### config.mk
export PLATFORM = sky130hd
export DESIGN_NAME = insn_prefetch
export DESIGN_NICKNAME = d
export VERILOG_FILES = /design/src/rtl/prefetch_pkg.sv /design/src/rtl/prefetch_ctrl.sv /design/src/rtl/prefetch_dp.sv /design/src/rtl/insn_prefetch.sv
export SDC_FILE = /design/constraint.sdc
export NUM_CORES = 1
export LEC_CHECK = 0
export ABC_AREA = 1
export CAP_MARGIN = 20
export CORE_ASPECT_RATIO = 0.6
export CORE_UTILIZATION = 51
export CTS_CLUSTER_DIAMETER = 30
export DETAILED_ROUTE_END_ITERATION = 10
export HOLD_SLACK_MARGIN = 0.03
export PLACE_DENSITY = 0.8
export SYNTH_ARGS = -nofsm -noshare
export SYNTH_HDL_FRONTEND = slang
export SYNTH_SLANG_ARGS = --single-unit
### constraint.sdc
create_clock -name clk -period 6 [get_ports clk]
set_input_delay 1.8 -clock clk [delete_from_list [all_inputs] [get_ports clk]]
set_output_delay 1.8 -clock clk [all_outputs]
set_load 0.005 [all_outputs]
### src/rtl/prefetch_pkg.sv
`timescale 1ns/1ps
package prefetch_pkg;
  // Strobes from control to datapath, one cycle each
  typedef struct packed {
    logic issue;   // request accepted by memory: advance fetch counter
    logic push;    // returned word is live: write it into the buffer
    logic pop;     // consumer takes the oldest word
    logic flush;   // redirect: load new counter, empty buffer
  } pfStrobe_t;
endpackage

### src/rtl/prefetch_ctrl.sv
`timescale 1ns/1ps
module prefetch_ctrl
  import prefetch_pkg::*;
#(
  parameter int DEPTH = 3
) (
  input  logic      clk,
  input  logic      rstN,
  input  logic      memAck,
  input  logic      memRdValid,
  input  logic      redirect,
  input  logic      outReady,
  output logic      memReq,
  output logic      outValid,
  output pfStrobe_t strobe
);
  localparam int CNT_W = $clog2(DEPTH + 1);
  localparam logic [CNT_W:0] DEPTH_C = DEPTH[CNT_W:0];

  logic [CNT_W-1:0] occCnt;     // words held in the buffer
  logic [CNT_W-1:0] inflight;   // accepted requests not yet returned
  logic [CNT_W-1:0] staleCnt;   // in-flight requests issued before a redirect
  logic [CNT_W:0]   committed;
  logic             issue, push, pop;

  assign committed = {1'b0, occCnt} + {1'b0, inflight};
  assign memReq    = !redirect && (committed < DEPTH_C);
  assign issue     = memReq && memAck;
  assign push      = memRdValid && (staleCnt == '0) && !redirect;
  assign outValid  = (occCnt != '0) && !redirect;
  assign pop       = outValid && outReady;

  assign strobe = '{issue: issue, push: push, pop: pop, flush: redirect};

  always_ff @(posedge clk) begin
    if (!rstN) begin
      occCnt   <= '0;
      inflight <= '0;
      staleCnt <= '0;
    end else begin
      inflight <= inflight + CNT_W'(issue) - CNT_W'(memRdValid);
      if (redirect) begin
        occCnt   <= '0;
        staleCnt <= inflight - CNT_W'(memRdValid);
      end else begin
        occCnt <= occCnt + CNT_W'(push) - CNT_W'(pop);
        if (memRdValid && (staleCnt != '0))
          staleCnt <= staleCnt - CNT_W'(1);
      end
    end
  end
endmodule

### src/rtl/prefetch_dp.sv
`timescale 1ns/1ps
module prefetch_dp
  import prefetch_pkg::*;
#(
  parameter int          DEPTH    = 3,
  parameter int          ADDR_W   = 32,
  parameter int          DATA_W   = 32,
  parameter logic [31:0] RESET_PC = 32'h0
) (
  input  logic              clk,
  input  logic              rstN,
  input  pfStrobe_t         strobe,
  input  logic [ADDR_W-1:0] redirectPc,
  input  logic [DATA_W-1:0] memRdData,
  output logic [ADDR_W-1:0] memAddr,
  output logic [DATA_W-1:0] outData
);
  localparam int PTR_W = (DEPTH > 1) ? $clog2(DEPTH) : 1;
  localparam logic [PTR_W-1:0] LAST = PTR_W'(DEPTH - 1);
  localparam logic [ADDR_W-1:0] STEP = ADDR_W'(4);

  logic [ADDR_W-1:0] fetchPc;
  logic [PTR_W-1:0]  wrPtr, rdPtr;
  logic [DATA_W-1:0] slot [DEPTH];

  function automatic logic [PTR_W-1:0] bump(input logic [PTR_W-1:0] p);
    return (p == LAST) ? '0 : p + PTR_W'(1);
  endfunction

  // Address generation stage
  always_ff @(posedge clk) begin
    if (!rstN)              fetchPc <= RESET_PC[ADDR_W-1:0];
    else if (strobe.flush)  fetchPc <= {redirectPc[ADDR_W-1:2], 2'b00};
    else if (strobe.issue)  fetchPc <= fetchPc + STEP;
  end
  assign memAddr = fetchPc;

  // Buffer pointers
  always_ff @(posedge clk) begin
    if (!rstN || strobe.flush) begin
      wrPtr <= '0;
      rdPtr <= '0;
    end else begin
      if (strobe.push) wrPtr <= bump(wrPtr);
      if (strobe.pop)  rdPtr <= bump(rdPtr);
    end
  end

  // Buffer storage, one register per slot
  for (genvar i = 0; i < DEPTH; i++) begin : g_slot
    always_ff @(posedge clk) begin
      if (strobe.push && (wrPtr == PTR_W'(i))) slot[i] <= memRdData;
    end
  end

  assign outData = slot[rdPtr];
endmodule

### src/rtl/insn_prefetch.sv
`timescale 1ns/1ps
module insn_prefetch
  import prefetch_pkg::*;
#(
  parameter int          DEPTH    = 3,
  parameter int          ADDR_W   = 32,
  parameter int          DATA_W   = 32,
  parameter logic [31:0] RESET_PC = 32'h0
) (
  input  logic              clk,
  input  logic              rstN,
  output logic              memReq,
  output logic [ADDR_W-1:0] memAddr,
  input  logic              memAck,
  input  logic              memRdValid,
  input  logic [DATA_W-1:0] memRdData,
  input  logic              redirect,
  input  logic [ADDR_W-1:0] redirectPc,
  output logic              outValid,
  input  logic              outReady,
  output logic [DATA_W-1:0] outData
);
  pfStrobe_t strobe;

  prefetch_ctrl #(.DEPTH(DEPTH)) u_ctrl (
    .clk(clk), .rstN(rstN), .memAck(memAck), .memRdValid(memRdValid),
    .redirect(redirect), .outReady(outReady), .memReq(memReq),
    .outValid(outValid), .strobe(strobe)
  );

  prefetch_dp #(.DEPTH(DEPTH), .ADDR_W(ADDR_W), .DATA_W(DATA_W),
                .RESET_PC(RESET_PC)) u_dp (
    .clk(clk), .rstN(rstN), .strobe(strobe), .redirectPc(redirectPc),
    .memRdData(memRdData), .memAddr(memAddr), .outData(outData)
  );
endmodule

== Word level (Yosys, flattened, before mapping) ==
Memories as Yosys holds them, arrays and structs flattened. A register that Yosys moved wholly into a read port is not among the register bits.
Index checks and enable logic that the tools add are counted.
Operators by class
  add/sub/neg operators: 10
  multiply operators: 0
  div/mod/pow operators: 0
  order comparisons: 1
  eq/ne operators: 3
  shift operators: 0
  multiplexer cells: 20
  bitwise operators: 1
  reductions and logical operators: 22
Operators by type and width (number)
  2-to-1 mux 32 bit: 4
  OR reduction 32 bit: 2
  adder 32 x 3 -> 32 bit, second input constant: 1
  2-to-1 mux 2 bit: 8
  logical AND 1 bit: 10
  2-to-1 mux 1 bit: 8
  nonzero test 2 bit: 4
  subtractor 2 x 1 -> 2 bit: 3
  adder 2 x 1 -> 2 bit: 2
  adder 2 x 1 -> 2 bit, second input constant: 2
  == test 2 bit, second input constant: 2
  zero test 2 bit: 2
  adder 2 x 2 -> 3 bit: 1
  less-than comparator 3 x 2 -> 1 bit, second input constant: 1
  == test 2 x 1 -> 1 bit, second input constant: 1
  zero test 1 bit: 2
  OR reduction 2 bit: 1
  subtractor 2 x 1 -> 2 bit, second input constant: 1
  logical OR 1 bit: 1
  inverter 1 bit: 1
Word-level totals
  bits in registers: 42
  latch bits: 0
  bits in writable memories: 96
  memory bits (read-only): 0
  input bits: 70
  output and inout bits: 66
  word-level logic and storage cells: 65
  memories kept: 1
Memories
  u_dp.slot: words 3, width 32, rd ports 1, clocked after memory_dff 1, wr ports 1, RTL line prefetch_dp.sv:24  | logic [DATA_W-1:0] slot [DEPTH];

== Depth between registers and ports, before layout ==
Gate-level depths: netlist of the first run.
  depth after elaboration: 9
  gate-level depth with buffers: 10
  gate-level depth less buffers: 9

== Modules after synthesis ==
A second synthesis of the first run with hierarchy kept.
Second synthesis, totals
  cells, all modules: 662
  area total of the unflattened synthesis: 6244.7 um^2
Modules (own cells, without submodules)
  prefetch_dp: times used 1, cells each 588, area each 5754.3 um^2
  prefetch_ctrl: times used 1, cells each 74, area each 490.5 um^2

== Least setup slack after synthesis of the first run ==
OpenSTA, ideal clock, no wires.
  path type: input-to-reg
  start point: input port redirect
  end point: memory u_dp.slot[0][0], enable pin
  library setup time: 0.463 ns
  arrival time: 4.459 ns
  slack: 1.078 ns
  cell stages on the path: 4
  buffers on the path: 1
  cell sequence: buf_4 -> inv_4 -> nand3_1 -> nor3_1
Between the ends
  cells in the longest elaborated chain, start to end: 8
Ends and longest elaborated chain
  start, declared: RTL line insn_prefetch.sv:17  | input logic redirect,
  zero test 1 bit *: RTL line prefetch_ctrl.sv:29  | assign push = memRdValid && (staleCnt == '0) && !redirect;
  logical AND 1 bit *: RTL line prefetch_ctrl.sv:29
  logical AND 1 bit: RTL line prefetch_dp.sv:52  | if (strobe.push && (wrPtr == PTR_W'(i))) slot[i] <= memRdData;
  2-to-1 mux 1 bit: RTL line prefetch_dp.sv:52
  2-to-1 mux 1 bit (not written as such): RTL line prefetch_dp.sv:52
  OR reduction 32 bit (no line)
  2-to-1 mux 2 bit (no line) or 2-to-1 mux 1 bit (tied branches) (2 in series)
  end, declared: RTL line prefetch_dp.sv:24
Mark *: on every way between the ends. The rest lies on a longest branch, timed or not.

== Worst setup path after layout of the first run ==
  start point: input port redirect
  end point: output port memReq
Between the ends
  cells in the longest elaborated chain, start to end: 2
Ends and longest elaborated chain
  zero test 1 bit: RTL line prefetch_ctrl.sv:27  | assign memReq = !redirect && (committed < DEPTH_C);
  logical AND 1 bit: RTL line prefetch_ctrl.sv:27
  end, declared: RTL line insn_prefetch.sv:12  | output logic memReq,
No other way between the ends.

==> results, run 1 <==
- The latest clock arrival within the worst-skew pair is roughly 0.41 ns.
- For this run, design rule violations remaining after detail routing come to 0.
- The final route contains about 5400 vias.
- For this block, the initial DRC count from the detailed router was about 570.
- In this run the critical register-to-register path is launched from u_ctrl.inflight[0]$_SDFF_PN0_.
- In this run the power density over the cells is roughly 290 mW/mm^2.
- The quantity of I/O buffers inserted on ports is about 130.
- Counting cells, the worst reg-to-reg path comes to 9.
- In this run, post-CTS hold repair placed 0 buffers.
- The required time of the critical path is between 4 and 5 ns.
- The number of detailed-route iterations in the first pass is 5.
- The transition time at the pin with the least slew margin is 1.13 ns.
- The number of setup buffers added after CTS is 0.
- The core area is 0.0121 mm^2.
- In this run the tightest slew margin relative to its limit is 24.7%.
- Clock skew on the completed layout was measured at ~0.014 ns.
- The critical path is of the in -> out type.
- The most used flip-flop cell after synthesis is edfxtp_1.
- The library cell used most frequently in the layout, excluding fill and tap cells, is nand2_1.
- The number of maximum-capacitance constraint violations is 0.
- Setup violations remaining at the end of the flow were counted as 0.
- The internal power contribution is roughly 1800 uW.
- The fraction of the mapped netlist area in simple logic gates is around a fifth.
- The origin of the worst min-delay path is u_dp.rdPtr[1]$_SDFFE_PP0N_.
- The overall global routing resource usage is 26.3%.
- The final sum of negative setup slack is 0 ns.
- The number of diodes is 0.
- Summing all multi-input logic gate instances after layout gives around 0.0022 mm^2.
- The combinational fraction of design power is between 10% and 20%.
- The detail route stage leaves a number of antenna-violating nets equal to 0.
- The post-route netlist has roughly 9.0% of its cells at a drive strength greater than 1.
- The synthesized netlist devotes about 1.7% of its cell area to adder and majority cells.
- After clock tree synthesis, the repair step resized 0 gates.
- Counting every sink on the clock net gives 138.
- The count of synthesis-stage warnings from yosys is 0.
- Once layout is complete, the utilization of the core stands at 69.7%.
- Sequential elements use roughly 60% of the synthesized area.
- Clock-pin slew was measured on the worst setup and hold paths at 0.06 ns.
- The run finished with clean final reports.
- The effective utilization at floorplan is a little over half.
- The post-synthesis cell area is between 0.006 and 0.007 mm^2.
- After synthesis the netlist holds a flip-flop and latch count of between 100 and 150.
- Of all nets on the critical path, the largest fanout is 9.
- The net switching power is between 500 and 600 uW.
- Buffers inserted during clock tree synthesis total 17.
- The portion of the clock cycle consumed by the worst path in the final layout is between 80% and 90%.
- STA classifies the critical path startpoint as a primary input.
- The worst min-delay path class is reg -> reg.
- Entering global routing, the biggest net connects 35 pins.
- The routability congestion estimate from global placement is about 0.98.
- The first global-routing pass estimated between 20 and 30 mm of wire.
- After global routing the overflow that remains totals 0.
- The full die area is between 0.01 and 0.015 mm^2.
- The final critical-path required period is around 5 ns.
- The number of enable-type register cells in the synthesized netlist is 96.
- The type of destination of the critical path is an output pin.
- Timing would allow up to between 0.2 and 0.25 GHz.
- The per-instance average area after synthesis is around 9 um^2.
- Relative to the synthesized area, the layout overhead comes to 33.0%.
- The share of the synthesized area in compound gates (AO/OA/AOI/OAI) is a little under an eighth.
- The routed wire length is roughly 17 mm.
- After synthesis, the largest family of logic cells by area is simple AND/OR/NAND/NOR gates.
- No sink is reached through more buffers than the 2 on the longest clock path.
- TritonCTS built the clock tree.
- Setup repair after global routing left no endpoint under its margin.
- The number of max-slew violations in the final report is 0.
- In this run switching power makes up between 20% and 30% of total power.
- The maximum VDD drop is 0.226 mV.
- The die width is roughly 150 um.
- The number of failing hold endpoints at the final stage is 0.
- After detailed routing, the average wire length per cell comes to 17.1 um.
- For the worst setup path, the data arrival time is around 3.1 ns.
- The clock network burns 44.8% of the power.
- The via count normalized by instance count is 5.43.
- The net count of the finished layout is 895.
- Leaving out fill and tap cells, the most frequent cells in the layout are nand2_1, clkdlybuf4s50_1, edfxtp_1.
- The H-tree generated during clock tree synthesis spans 4 levels.
- The initial antenna violation count is 0.
- Of all flip-flops after synthesis, the portion carrying an async set or reset was 0%.
- The site row count is 31.
- The depth of the worst hold-timing path is 2.
- The beginning of the critical path is redirect.
- The tree is rooted in a clkbuf_16.
- The multiplexer fraction of the synthesized cell area is 0%.
- The flip-flop and latch area is between 0.003 and 0.004 mm^2.
- Summed over all cells, the static leakage comes to 0.00312 uW.
- Per report_power, the sequential group accounts for between 40% and 50% of the total.
- The xor and xnor fraction of the mapped netlist area is 0.829%.
- Counting distinct cell types in the post-synthesis netlist gives 36.
- The cell count after synthesis came out at ~690.
- The number of global-route vias before repair is approximately 4900.
- The wire-length estimate of the detail-placed layout is 11.7 mm.
- Counting the fill cells in the layout gives around 880.
- During I/O placement, the number of pins put on the boundary was approximately 140.
- Measured along the y axis, the die boundary spans between 80 and 90 um.
==> critical path: stages <==
cell and delay [ns]:
clkdlybuf4s50_1 0.49, inv_4 0.16, nand3_1 0.09, inv_1 0.06
clkdlybuf4s50_1 0.49
==> final timing paths <==
path	endpoint	slack, ns
worst max register to register	u_ctrl.inflight[1]$_SDFF_PN0_	3.60
worst min register to register	u_dp.rdPtr[1]$_SDFFE_PP0N_	0.51
worst max-delay path	memReq	1.12
worst min-delay path	u_dp.rdPtr[1]$_SDFFE_PP0N_	0.51
==> cell type report <==
| type | instances | area share (%) |
|---|---|---|
| clock inverters | 14 | 2.17 |
| repair buffers | 139 | 16.7 |
| well taps | 165 | 2.45 |
| flip-flops and latches | 138 | 44.1 |
| inverters | 74 | 3.32 |
| clock buffers | 18 | 5.09 |
| multi-input cells | 447 | 26.1 |
==> per-stage QoR <==
stage                     hold WS (ns)  cells  setup slack [ns]  cell area, um^2  power (uW)
after CTS                        0.508    994              1.10             8410        2420
after global routing             0.537    995              1.06             8440        2490
after floorplan                  0.459    687              1.08             6340        1210
final                            0.505    995              1.12             8440        2400
after global placement           0.475    961              1.10             7770        1330
after detailed placement         0.499    962              1.12             7800        1340
==> synthesized netlist by cell type, drive strengths merged, types with 2 or more instances <==
cell type | n | share of area (%)
or2 | 2 | 0.20
nand2 | 167 | 10
xnor2 | 5 | 0.69
dfxtp | 42 | 13
nand3b | 2 | 0.24
edfxtp | 96 | 45
buf | 11 | 1.3
ha | 7 | 1.4
nor3 | 3 | 0.24
nor2 | 78 | 5.8
and2 | 3 | 0.30
a31oi | 11 | 1.1
nand3 | 38 | 3.0
o21ai | 29 | 2.3
inv | 74 | 4.4
a21oi | 93 | 7.5
clkbuf | 17 | 1.0
a211oi | 2 | 0.24
==> state kept, by name, indices dropped and copies added, names as in the netlist, named ones only <==
register         cells
u_dp.slot           96
u_ctrl.staleCnt      2
u_dp.rdPtr           2
u_ctrl.inflight      2
u_dp.memAddr        30
u_ctrl.occCnt        2
u_dp.wrPtr           2
==> power by group through the flow <==
stage          sequential, uW  combinational (uW)  clock [uW]
2_1_floorplan            1100                 108           0
3_3_place_gp             1100                 226           0
3_5_place_dp             1100                 237           0
4_1_cts                  1080                 240        1090
5_1_grt                  1090                 262        1140
6_report                 1090                 241        1080
==> metal layers <==
metal,GRT usage [%],routed length [um]
met4,7.75,134
met3,6.55,1500
met1,37.7,7660
met5,0,0
met2,39.8,7750
==> cell families (layout without fill, tap and decap cells) <==
| group | count (synthesis) | count (layout) |
|---|---|---|
| AOI/OAI and AO/OA | 137 | 137 |
| adders and majority gates | 8 | 8 |
| other | 1 | 2 |
| and+or+nand+nor | 294 | 294 |
| DFF | 138 | 138 |
| xor gates and xnor gates | 6 | 6 |
| buffers and inverters | 102 | 245 |
Note: power is estimated with default switching activity, not from simulation.
==> inputs of run 2 (changes only) <==
clock period = 5 ns   (was 6 ns; I/O delays follow)
==> run 2 against run 1 <==
Clock skew is 0.0017 ns lower. Die area did not move. Via count decreased by 1.5%. Critical path type unchanged. Largest cell class unchanged. Largest power group unchanged.
==> results, run 2 (same netlist as run 1, synthesis figures left out) <==
- The run finished with clean final reports.
- In this run, CTS created clock tree buffers numbering 17.
- The net count of the finished layout is between 800 and 900.
- The initial antenna violation count came to 0.
- The number of diodes is 0.
- TritonCTS built the clock tree.
- The die is approximately 88 um tall.
- The die covers 0.0129 mm^2.
- The hold-fix buffer count after cts is 0.
- The beginning of the critical path is redirect.
- The tree built by TritonCTS fans out to around 140 sinks.
- The origin of the critical flop-to-flop path is u_ctrl.inflight[0]$_SDFF_PN0_.
- Across every metal layer, demand over resource in global routing totals between 20% and 30%.
- The highest attainable clock frequency is 0.223 GHz.
- The deepest level of the CTS H-tree is 4.
- The area growth from synthesis to layout is 32.3%.
- Dividing the final minimum period by the clock period gives roughly 90%.
- The standby leakage power is a little over 0.003 uW.
- The total power divided by cell area is roughly 330 mW/mm^2.
- The headroom to the max-slew limit is 64.2%.
- Along the worst path, the maximum fanout reaches 9.
- STA puts the critical path data arrival time at 2.98 ns.
- The latest clock arrival within the worst-skew pair is 0.41 ns.
- The quantity of I/O buffers inserted on ports is 131.
- The final HPWL from detailed placement is ~12 mm.
- The top cell types in the final layout, fill and taps aside, are nand2_1, clkdlybuf4s50_1, edfxtp_1.
- Leaving out fill and tap cells, the most frequent cell in the layout is nand2_1.
- The transition time at the pin with the least slew margin is roughly 0.54 ns.
- For this block, the initial DRC count from the detailed router was around 430.
- Counting flops per register, the top entry is u_dp.slot.
- The number of max-slew violations in the final report is 0.
- The smallest clock period supported by the final layout is computed as roughly 4.5 ns.
- The root buffer cell is clkbuf_16.
- For this configuration, the core starts out at a cell density of 52.4%.
- The per-cell routed wire length is ~17 um.
- At the worst endpoint, the required time is between 3 and 4 ns.
- The clock transition time at the flip-flop clock pins of the worst setup and hold paths is 0.06 ns.
- The first global-routing pass estimated between 20 and 30 mm of wire.
- The worst min-delay path class is reg -> reg.
- Setup repair after global routing left no endpoint under its margin.
- The final-layout fill cell count is ~910.
- The number of global-route vias before repair was 4862.
- The proportion of layout cells with a drive suffix above 1 is 9.15%.
- In this run the horizontal extent of the chip is ~150 um.
- STA classifies the critical path endpoint as an output pin.
- In the final layout, flip-flops and latches occupy ~0.0037 mm^2.
- On the final layout, the worst clock skew is about 0.012 ns.
- STA classifies the critical path startpoint as a primary input.
- Across all register-to-register paths, the minimum setup slack is between 2 and 3 ns.
- The maximum number of pins on one net before global-route repair is 34.
- The congestion estimate from routability-driven global placement came to 0.974.
- Following the worst setup path forward leads to its endpoint at memReq.
- The number of failing hold endpoints at the final stage is 0.
- The overall power of the completed layout is around 2800 uW.
- Max-cap violations in this run came to 0.
- The number of setup buffers added after CTS is 0.
- The number of placed I/O pins is approximately 140.
- In this run the critical register-to-register path is captured at u_dp.memAddr[21]$_SDFFE_PN0P_.
- The number of detailed-route iterations in the first pass is 5.
- The overall overflow remaining after global route is 0.
- The post-cts gate resize count is 0.
- The routed wire length is between 15 and 20 mm.
- The maximum buffer depth of the clock tree is 2.
- The antenna violation net count after detailed routing is 0.
- The total number of vias is around 5300.
- The via count normalized by instance count is approximately 5.3.
- IR analysis of the VDD net gives a maximum drop of ~0.32 mV.
- The cell depth of the worst flop-to-flop path is 9.
- The total setup violations reported at the end of the flow is 0.
- The number of flip-flops in the largest register is 96.
- In the final layout, the multi-input gates occupy ~0.0022 mm^2.
- The final sum of negative setup slack is 0 ns.
- The core area is between 0.01 and 0.015 mm^2.
- The worst setup path is of the in -> out kind.
- After detailed routing, the number of remaining DRC violations is 0.
- The floorplan has 31 rows.
## run 2: cell count changes in the layout (fill, tap and decap cells not counted), sizes merged
cell	before	now
bufinv	3	0
clkinv	1	4
buf	8	9
clkinvlp	3	2
inv	81	82
## run 2: critical path, stage by stage
cell	delay, ns
clkdlybuf4s50_1	0.61
inv_4	0.22
nand3_1	0.10
inv_1	0.06
clkdlybuf4s50_1	0.49
## run 2: cell type report
| cell class | instances | share of cell area [%] |
|---|---|---|
| Clock buffer | 18 | 5.12 |
| Clock inverter | 14 | 1.52 |
| Inverter | 74 | 3.34 |
| Multi-Input combinational cell | 447 | 26.3 |
| Sequential cell | 138 | 44.4 |
| Tap cell | 165 | 2.46 |
| Timing Repair Buffer | 140 | 16.9 |
## run 2: per-stage QoR
stage / instances / setup slack [ns] / area (um^2) / hold WS [ns] / util [%]
2_1_floorplan: 687 / 0.378 / 6340 / 0.459 / -
3_3_place_gp: 962 / 0.559 / 7780 / 0.476 / 64.3
3_5_place_dp: 962 / 0.547 / 7780 / 0.495 / 64.3
4_1_cts: 994 / 0.522 / 8330 / 0.506 / 68.9
5_1_grt: 996 / 0.426 / 8390 / 0.521 / 69.3
6_report: 996 / 0.521 / 8390 / 0.500 / 69.3
## run 2: how the worst min path moves through the flow
stage	from	slack, ns	endpoint	depth (start not counted)
floorplan	u_dp.wrPtr[1]$_SDFFE_PP0P_	0.46	u_dp.wrPtr[1]$_SDFFE_PP0P_	2
global placement	u_dp.wrPtr[1]$_SDFFE_PP0P_	0.48	u_dp.wrPtr[1]$_SDFFE_PP0P_	2
detailed placement	u_dp.rdPtr[0]$_SDFFE_PP0N_	0.50	u_dp.rdPtr[0]$_SDFFE_PP0N_	2
CTS	u_dp.rdPtr[1]$_SDFFE_PP0N_	0.51	u_dp.rdPtr[1]$_SDFFE_PP0N_	2
global route	u_dp.wrPtr[1]$_SDFFE_PP0P_	0.52	u_dp.wrPtr[1]$_SDFFE_PP0P_	2
finish	u_dp.rdPtr[0]$_SDFFE_PP0N_	0.50	u_dp.rdPtr[0]$_SDFFE_PP0N_	2
## run 2: layer usage
| metal | track usage (%) | share of wire, % | vias up |
|---|---|---|---|
| li1 | - | - | 2569 |
| met1 | 37.7 | 46 | 2518 |
| met2 | 38.6 | 44 | 219 |
| met3 | 7.58 | 8.9 | 12 |
| met4 | 7.85 | 0.68 | 0 |
| met5 | 0 | 0 | - |
## run 2: power by group
part	internal, uW	total (uW)	switching, uW	leakage, uW
combinational	153	290	137	0.00162
sequential	1270	1300	38.2	0.00122
clock	654	1170	518	0.000268
